File: src/rtl/i2c_evt_pkg.sv
package i2c_evt_pkg;

    localparam int NCMD       = 5;
    localparam int CMD_START  = 0;
    localparam int CMD_RSTART = 1;
    localparam int CMD_STOP   = 2;
    localparam int CMD_RECV   = 3;
    localparam int CMD_ACK    = 4;

    typedef enum logic [2:0] {
        ST_IDLE,
        ST_START,
        ST_RSTART,
        ST_STOP,
        ST_TXBIT,
        ST_TXACK,
        ST_RXBIT,
        ST_ACKBIT
    } evt_state_t;

endpackage

File: src/rtl/i2c_evt_prio.sv
module i2c_evt_prio #(
    parameter int N = 5
) (
    input  logic [N-1:0] req,
    output logic [N-1:0] gnt
);

    logic [N:0] lower;

    assign lower[0] = 1'b0;

    genvar i;
    generate
        for (i = 0; i < N; i++) begin : g_chain
            assign gnt[i]     = req[i] & ~lower[i];
            assign lower[i+1] = lower[i] | req[i];
        end
    endgenerate

endmodule

File: src/rtl/i2c_evt_tick.sv
module i2c_evt_tick #(
    parameter int DIV_W = 8
) (
    input  logic             clk,
    input  logic             rst_n,
    input  logic             run,
    input  logic [DIV_W-1:0] reload,
    output logic             tick
);

    logic [DIV_W-1:0] cnt_q;

    always_ff @(posedge clk or negedge rst_n) begin
        if (!rst_n) begin
            cnt_q <= '0;
        end else if (!run || cnt_q == '0) begin
            cnt_q <= reload;
        end else begin
            cnt_q <= cnt_q - 1'b1;
        end
    end

    assign tick = run && (cnt_q == '0);

endmodule

File: src/rtl/i2c_evt_gcsnoop.sv
module i2c_evt_gcsnoop #(
    parameter int BYTE_W = 8
) (
    input  logic clk,
    input  logic rst_n,
    input  logic en,
    input  logic scl,
    input  logic sda,
    output logic hit
);

    localparam int CNT_W = $clog2(BYTE_W);
    localparam logic [CNT_W-1:0] LAST = CNT_W'(BYTE_W - 1);

    logic              scl_p, sda_p, active;
    logic [CNT_W-1:0]  cnt;
    logic [BYTE_W-1:0] sh;
    logic [BYTE_W-1:0] sh_nx;

    assign sh_nx = {sh[BYTE_W-2:0], sda};

    always_ff @(posedge clk or negedge rst_n) begin
        if (!rst_n) begin
            scl_p  <= 1'b1;
            sda_p  <= 1'b1;
            active <= 1'b0;
            cnt    <= '0;
            sh     <= '0;
            hit    <= 1'b0;
        end else begin
            scl_p <= scl;
            sda_p <= sda;
            hit   <= 1'b0;
            if (!en) begin
                active <= 1'b0;
                cnt    <= '0;
            end else if (scl && scl_p && sda_p && !sda) begin
                active <= 1'b1;
                cnt    <= '0;
                sh     <= '0;
            end else if (active && scl && !scl_p) begin
                sh <= sh_nx;
                if (cnt == LAST) begin
                    active <= 1'b0;
                    hit    <= (sh_nx == '0);
                end else begin
                    cnt <= cnt + 1'b1;
                end
            end
        end
    end

endmodule

File: src/rtl/i2c_evt_master.sv
module i2c_evt_master
    import i2c_evt_pkg::*;
#(
    parameter int DIV_W  = 8,
    parameter int BYTE_W = 8
) (
    input  logic              clk,
    input  logic              rst_n,
    input  logic [DIV_W-1:0]  div_reload,
    input  logic              ctl_wr,
    input  logic [NCMD-1:0]   ctl_cmd,
    input  logic              ctl_ackval,
    input  logic              ctl_gcen,
    input  logic              buf_wr,
    input  logic [BYTE_W-1:0] buf_wdata,
    input  logic              slave_en,
    input  logic              scl_in,
    input  logic              sda_in,
    output logic              scl_oe,
    output logic              sda_oe,
    output logic [NCMD-1:0]   cmd_pend,
    output logic              busy,
    output logic              ack_stat,
    output logic [BYTE_W-1:0] rx_data,
    output logic              evt_irq,
    output logic              gc_irq
);

    localparam int BIT_W = $clog2(BYTE_W);
    localparam logic [BIT_W-1:0] LAST_BIT = BIT_W'(BYTE_W - 1);

    evt_state_t        state_q, state_d;
    logic [1:0]        ph_q, ph_d;
    logic [BIT_W-1:0]  bit_q, bit_d;
    logic [BYTE_W-1:0] sreg_q, rx_q;
    logic [NCMD-1:0]   gnt, pend_q;
    logic              ack_q, gcen_q, ack_stat_q;
    logic              hold_scl, hold_sda;
    logic              scl_c, sda_c;
    logic              tick, fin, idle, cmd_go, buf_go, irq_q;

    assign idle   = (state_q == ST_IDLE);
    assign cmd_go = idle && ctl_wr && (|gnt);
    assign buf_go = idle && buf_wr && !cmd_go;

    i2c_evt_prio #(.N(NCMD)) u_prio (
        .req (ctl_cmd & {NCMD{ctl_wr}}),
        .gnt (gnt)
    );

    i2c_evt_tick #(.DIV_W(DIV_W)) u_tick (
        .clk    (clk),
        .rst_n  (rst_n),
        .run    (!idle),
        .reload (div_reload),
        .tick   (tick)
    );

    i2c_evt_gcsnoop #(.BYTE_W(BYTE_W)) u_gc (
        .clk   (clk),
        .rst_n (rst_n),
        .en    (slave_en && gcen_q && idle),
        .scl   (scl_in),
        .sda   (sda_in),
        .hit   (gc_irq)
    );

    // next-state and phase sequencing
    always_comb begin
        state_d = state_q;
        ph_d    = ph_q;
        bit_d   = bit_q;
        fin     = 1'b0;
        unique case (state_q)
            ST_IDLE: begin
                ph_d  = 2'd0;
                bit_d = '0;
                if (cmd_go) begin
                    if (gnt[CMD_START])       state_d = ST_START;
                    else if (gnt[CMD_RSTART]) state_d = ST_RSTART;
                    else if (gnt[CMD_STOP])   state_d = ST_STOP;
                    else if (gnt[CMD_RECV])   state_d = ST_RXBIT;
                    else                      state_d = ST_ACKBIT;
                end else if (buf_go) begin
                    state_d = ST_TXBIT;
                end
            end
            default: begin
                if (tick) begin
                    if (ph_q != 2'd3) begin
                        ph_d = ph_q + 2'd1;
                    end else begin
                        ph_d = 2'd0;
                        if (state_q == ST_TXBIT) begin
                            if (bit_q == LAST_BIT) state_d = ST_TXACK;
                            else                   bit_d   = bit_q + 1'b1;
                        end else if (state_q == ST_RXBIT && bit_q != LAST_BIT) begin
                            bit_d = bit_q + 1'b1;
                        end else begin
                            state_d = ST_IDLE;
                            fin     = 1'b1;
                        end
                    end
                end
            end
        endcase
    end

    // state register
    always_ff @(posedge clk or negedge rst_n) begin
        if (!rst_n) begin
            state_q <= ST_IDLE;
            ph_q    <= 2'd0;
            bit_q   <= '0;
        end else begin
            state_q <= state_d;
            ph_q    <= ph_d;
            bit_q   <= bit_d;
        end
    end

    // datapath: shift register, flags, pending bits, idle line hold
    always_ff @(posedge clk or negedge rst_n) begin
        if (!rst_n) begin
            sreg_q     <= '0;
            rx_q       <= '0;
            pend_q     <= '0;
            ack_q      <= 1'b0;
            gcen_q     <= 1'b0;
            ack_stat_q <= 1'b0;
            hold_scl   <= 1'b0;
            hold_sda   <= 1'b0;
            irq_q      <= 1'b0;
        end else begin
            irq_q <= fin;
            if (ctl_wr) gcen_q <= ctl_gcen;
            if (cmd_go) begin
                pend_q <= gnt;
                ack_q  <= ctl_ackval;
            end
            if (buf_go) sreg_q <= buf_wdata;
            if (tick) begin
                if (state_q == ST_TXBIT && ph_q == 2'd3)
                    sreg_q <= {sreg_q[BYTE_W-2:0], 1'b0};
                if (state_q == ST_TXACK && ph_q == 2'd2)
                    ack_stat_q <= sda_in;
                if (state_q == ST_RXBIT && ph_q == 2'd2)
                    sreg_q <= {sreg_q[BYTE_W-2:0], sda_in};
            end
            if (fin) begin
                pend_q   <= '0;
                hold_scl <= scl_c;
                hold_sda <= sda_c;
                if (state_q == ST_RXBIT) rx_q <= sreg_q;
            end
        end
    end

    // line drive decode (1 = pull low)
    always_comb begin
        scl_c = hold_scl;
        sda_c = hold_sda;
        unique case (state_q)
            ST_IDLE: begin
                scl_c = hold_scl;
                sda_c = hold_sda;
            end
            ST_START: begin
                scl_c = (ph_q == 2'd3);
                sda_c = (ph_q != 2'd0);
            end
            ST_RSTART: begin
                scl_c = (ph_q == 2'd0) || (ph_q == 2'd3);
                sda_c = ph_q[1];
            end
            ST_STOP: begin
                scl_c = (ph_q == 2'd0);
                sda_c = !ph_q[1];
            end
            ST_TXBIT: begin
                scl_c = (ph_q == 2'd0) || (ph_q == 2'd3);
                sda_c = !sreg_q[BYTE_W-1];
            end
            ST_TXACK, ST_RXBIT: begin
                scl_c = (ph_q == 2'd0) || (ph_q == 2'd3);
                sda_c = 1'b0;
            end
            ST_ACKBIT: begin
                scl_c = (ph_q == 2'd0) || (ph_q == 2'd3);
                sda_c = !ack_q;
            end
        endcase
    end

    assign scl_oe   = scl_c;
    assign sda_oe   = sda_c;
    assign cmd_pend = pend_q;
    assign busy     = !idle;
    assign ack_stat = ack_stat_q;
    assign rx_data  = rx_q;
    assign evt_irq  = irq_q;

endmodule

File: config.mk
export PLATFORM = sky130hd
export DESIGN_NAME = i2c_evt_master
export DESIGN_NICKNAME = d
export VERILOG_FILES = /design/src/rtl/i2c_evt_pkg.sv /design/src/rtl/i2c_evt_prio.sv /design/src/rtl/i2c_evt_tick.sv /design/src/rtl/i2c_evt_gcsnoop.sv /design/src/rtl/i2c_evt_master.sv
export SDC_FILE = /design/constraint.sdc
export NUM_CORES = 1
export LEC_CHECK = 0
export BUFFER_PORTS_ARGS = -buffer_cell sky130_fd_sc_hd__buf_2
export CAP_MARGIN = 20
export CORE_MARGIN = 2
export CORE_UTILIZATION = 40
export CTS_CLUSTER_DIAMETER = 40
export DETAILED_ROUTE_END_ITERATION = 10
export PLACE_DENSITY = 0.59
export SYNTH_ARGS = -nofsm -noshare
export SYNTH_HDL_FRONTEND = slang
export SYNTH_SLANG_ARGS = --single-unit
File: constraint.sdc
create_clock -name clk -period 2.9 [get_ports clk]
set_input_delay 0 -clock clk [delete_from_list [all_inputs] [get_ports clk]]
set_output_delay 0 -clock clk [all_outputs]
set_load 0.05 [all_outputs]
==> flow_summary_export.csv <==
group,metric,value,unit
global_route,grt_max_degree,33,
clocking,cts_tree,"yes",
sta,period_needed,2.24,ns
die,row_count,30,
pwr,vdd_drop_max,0.233,mV
sta,rsz0062_at_grt,"false",
sta,period_share,0.772,
cells_and_area,area_growth,29.7,%
critical_path,cp.required,3.12,ns
yosys,ys_ff_latch,57,
critical_path,critical_path_buf_inv_count,0,
pwr,pwr-share-comb,0.043,
pwr,p_switching,0.353,mW
clocking,cts.sinks,57,
clocking,postCtsHoldBufs,28,
cells_and_area,fin_area,3670,um2
critical_path,crit_type,"flip-flop to flip-flop",
pwr,p_leak,1.72,nW
global_route,antenna_found_initial,0,
clocking,postCtsSetupRepairBufs,0,
die,core_area,6830,um2
clocking,htreeDepth,3,
die,start_util,0.414,
clocking,insertion_delay,0.34,ns
clocking,cts.repair.resized,0,
sta,tns,0,ns
critical_path,critical_path_arrival,2.45,ns
sta,slew_violations,0,
sta,max_freq,0.447,GHz
placed_design,gp_congestion,0.804,
placed_design,preCtsSetupSlack,0.661,ns
clocking,clk_pin_slew,0.06,ns
pwr,seqPwrFrac,0.432,
yosys,ys.warnings.count,0,
placed_design,hpwl,4.06,mm
sta,clock-skew-final,0.0125,ns
global_route,track_usage,0.171,
clocking,cts.path.max_buffers,2,
yosys,synth-seq-area-share,0.505,
cells_and_area,num-nets-final,392,
sta,setup_ws,0.662,ns
run,maxCapViolCount,0,
critical_path,crit_path_max_fanout,8,
yosys,async_flop_share,1.00,
route,drtAntennaViolNets,0,
critical_path,endpoint_kind,"flip-flop",
die,dieArea,7760,um2
sta,max_slew.worst_pin.slew,0.754,ns
die,io_pins,49,
critical_path,cp_cell_sequence,"or4_4 -> nor4_2 -> and4_1 -> mux2_2",
yosys,dominantRegCellSynth,"dfrtp_1",
sta,hold_viol,0,
die,die_height,88.1,um
route,drtIter0Drc,82,
clocking,clock-root-buffer,"clkbuf_8",
yosys,syn_nets,314,
route,drt-pass1-iter-count,4,
route,remaining_drc_errors,0,
sta,max-slew-margin-rel,0.493,
pwr,fin_total_pwr,1.85,mW
critical_path,cpMaxStageDelayCell,"or4_4",
route,via_count,2215,
cells_and_area,diodes,0,
critical_path,cp-start-kind,"flip-flop",
die,dieWidth,88.1,um
placed_design,io_buffers,48,
pwr,intPower,1.50,mW
pwr,p_sw_frac,0.191,
outcome,status,"completed",
clocking,cts_buffers,9,
placed_design,dpl.cell_count,410,
yosys,synthDistinctLibCells,45,
critical_path,critPathMaxStageDelay,0.57,ns
yosys,synth_edf_count,0,
yosys,postSynthAreaPerCell,10.3,um2
yosys,syn_area,2830,um2
route,wl,5.86,mm
cells_and_area,filler_cell_count,651,
pwr,pwr-share-clk,0.525,
pwr,power_density,505,nW/um2
global_route,grt_pass1_wl,10.0,mm
global_route,grt_pass1_vias,2150,
cells_and_area,drive_gt1_frac,0.249,
sta,final-setup-viol-count,0,
placed_design,place_area,3130,um2
critical_path,critical_path.top_delay_family,"simple AND/OR/NAND/NOR gates",
min_path,hp-class,"primary input to flip-flop",
sta,hold_ws,0.0277,ns
yosys,synth_cells,275,
cells_and_area,utilization,0.537,
route,post_drt_wl_per_cell,12.9,um
route,vias_per_cell,4.88,
cells_and_area,final_cells,454,
global_route,grt_overflow,0,
cells in the final DEF, fill, tap and decap left out, drive strengths merged, types with 4 or more instances in the layout:
master and instances:
o21ai 23, buf 50, xor2 4, dlygate4sd3 28
nor2b 4, nand3 5, mux2i 14, a21oi 19
nand2b 5, bufinv 4, inv 8, xnor2 4
nor3 10, nor2 23, nand2 39, mux2 15
dfrtp 55, ha 9, clkbuf 10
metal layers:
metal	routed length (um)	vias to the layer above	track usage
li1	-	1106	-
met1	2880	1058	0.228
met2	2650	39	0.256
met3	169	12	0.0349
met4	151	0	0.109
met5	0	-	0
registers in the layout, summed over array words and instances, names as in the netlist, 2 cells and up:
register / cells
sreg_q: 8
cmd_pend: 5
state_q: 3
rx_data: 8
bit_q: 3
u_gc.cnt: 3
ph_q: 2
u_tick.cnt_q: 8
u_gc.sh: 7
layout make-up:
| class | instances | area [um2] | area share |
|---|---|---|---|
| Timing Repair Buffer | 78 | 536 | 0.146 |
| Sequential cell | 57 | 1430 | 0.389 |
| Multi-Input combinational cell | 199 | 1300 | 0.354 |
| Clock inverter | 6 | 130 | 0.0355 |
| Tap cell | 96 | 120 | 0.0327 |
| Clock buffer | 10 | 128 | 0.0348 |
| Inverter | 8 | 30.0 | 0.00818 |
path summary, 6_finish.rpt:
check	to	slack, ns	cells past startpoint	startpoint
max	rx_data[7]	0.66	4	u_tick.cnt_q[3]
min	state_q[2]	0.03	3	ctl_wr
max reg2reg	rx_data[7]	0.66	4	u_tick.cnt_q[3]
min reg2reg	u_gc.sh[6]	0.49	2	u_gc.sh[6]
max in group asynchronous	u_gc.sda_p	1.85	3	rst_n
min in group asynchronous	u_gc.cnt[2]	0.19	2	rst_n
worst register-to-register path: cells and delay by family (launching register included):
family / cells / cell delay (ns)
DFF: 1 / 0.41
muxes: 1 / 0.38
and+or+nand+nor: 3 / 1.34
synthesized netlist by cell type (2+ instances only):
cell type  count  area share
xor2_1         4       0.012
buf_6          2      0.0080
inv_1          8       0.011
a21oi_1       19       0.034
nand3_1        5      0.0088
nand2_1       39       0.052
o21ai_0       23       0.041
mux2i_1       14       0.050
nand2b_1       5       0.011
o21a_1         2      0.0053
mux2_2        15       0.060
nor3_1         9       0.016
nand4_1        2      0.0044
nor2_1        22       0.029
dfrtp_1       55        0.49
nand4b_1       2      0.0062
ha_1           9       0.040
buf_2          3      0.0053
xnor2_1        4       0.012
clkbuf_1       4      0.0053
nor2b_1        4      0.0088
dfstp_2        2       0.019
cells by family after synthesis:
logic type | synth area share
AND/OR/NAND/NOR | 0.184
flip-flops | 0.505
AO/OA/AOI/OAI | 0.101
multiplexers | 0.109
buffers and inverters | 0.0367
adder cells (fa/ha/maj) | 0.0398
XOR/XNOR | 0.0248
power groups by stage:
stage	logic [mW]	registers, mW	clock network [mW]
4_1_cts	0.0821	0.800	0.997
6_report	0.0799	0.801	0.972
3_5_place_dp	0.0517	0.815	0
3_3_place_gp	0.0517	0.815	0
5_1_grt	0.0897	0.800	1.03
2_1_floorplan	0.00798	0.815	0
(Power assumes the default switching activity.)
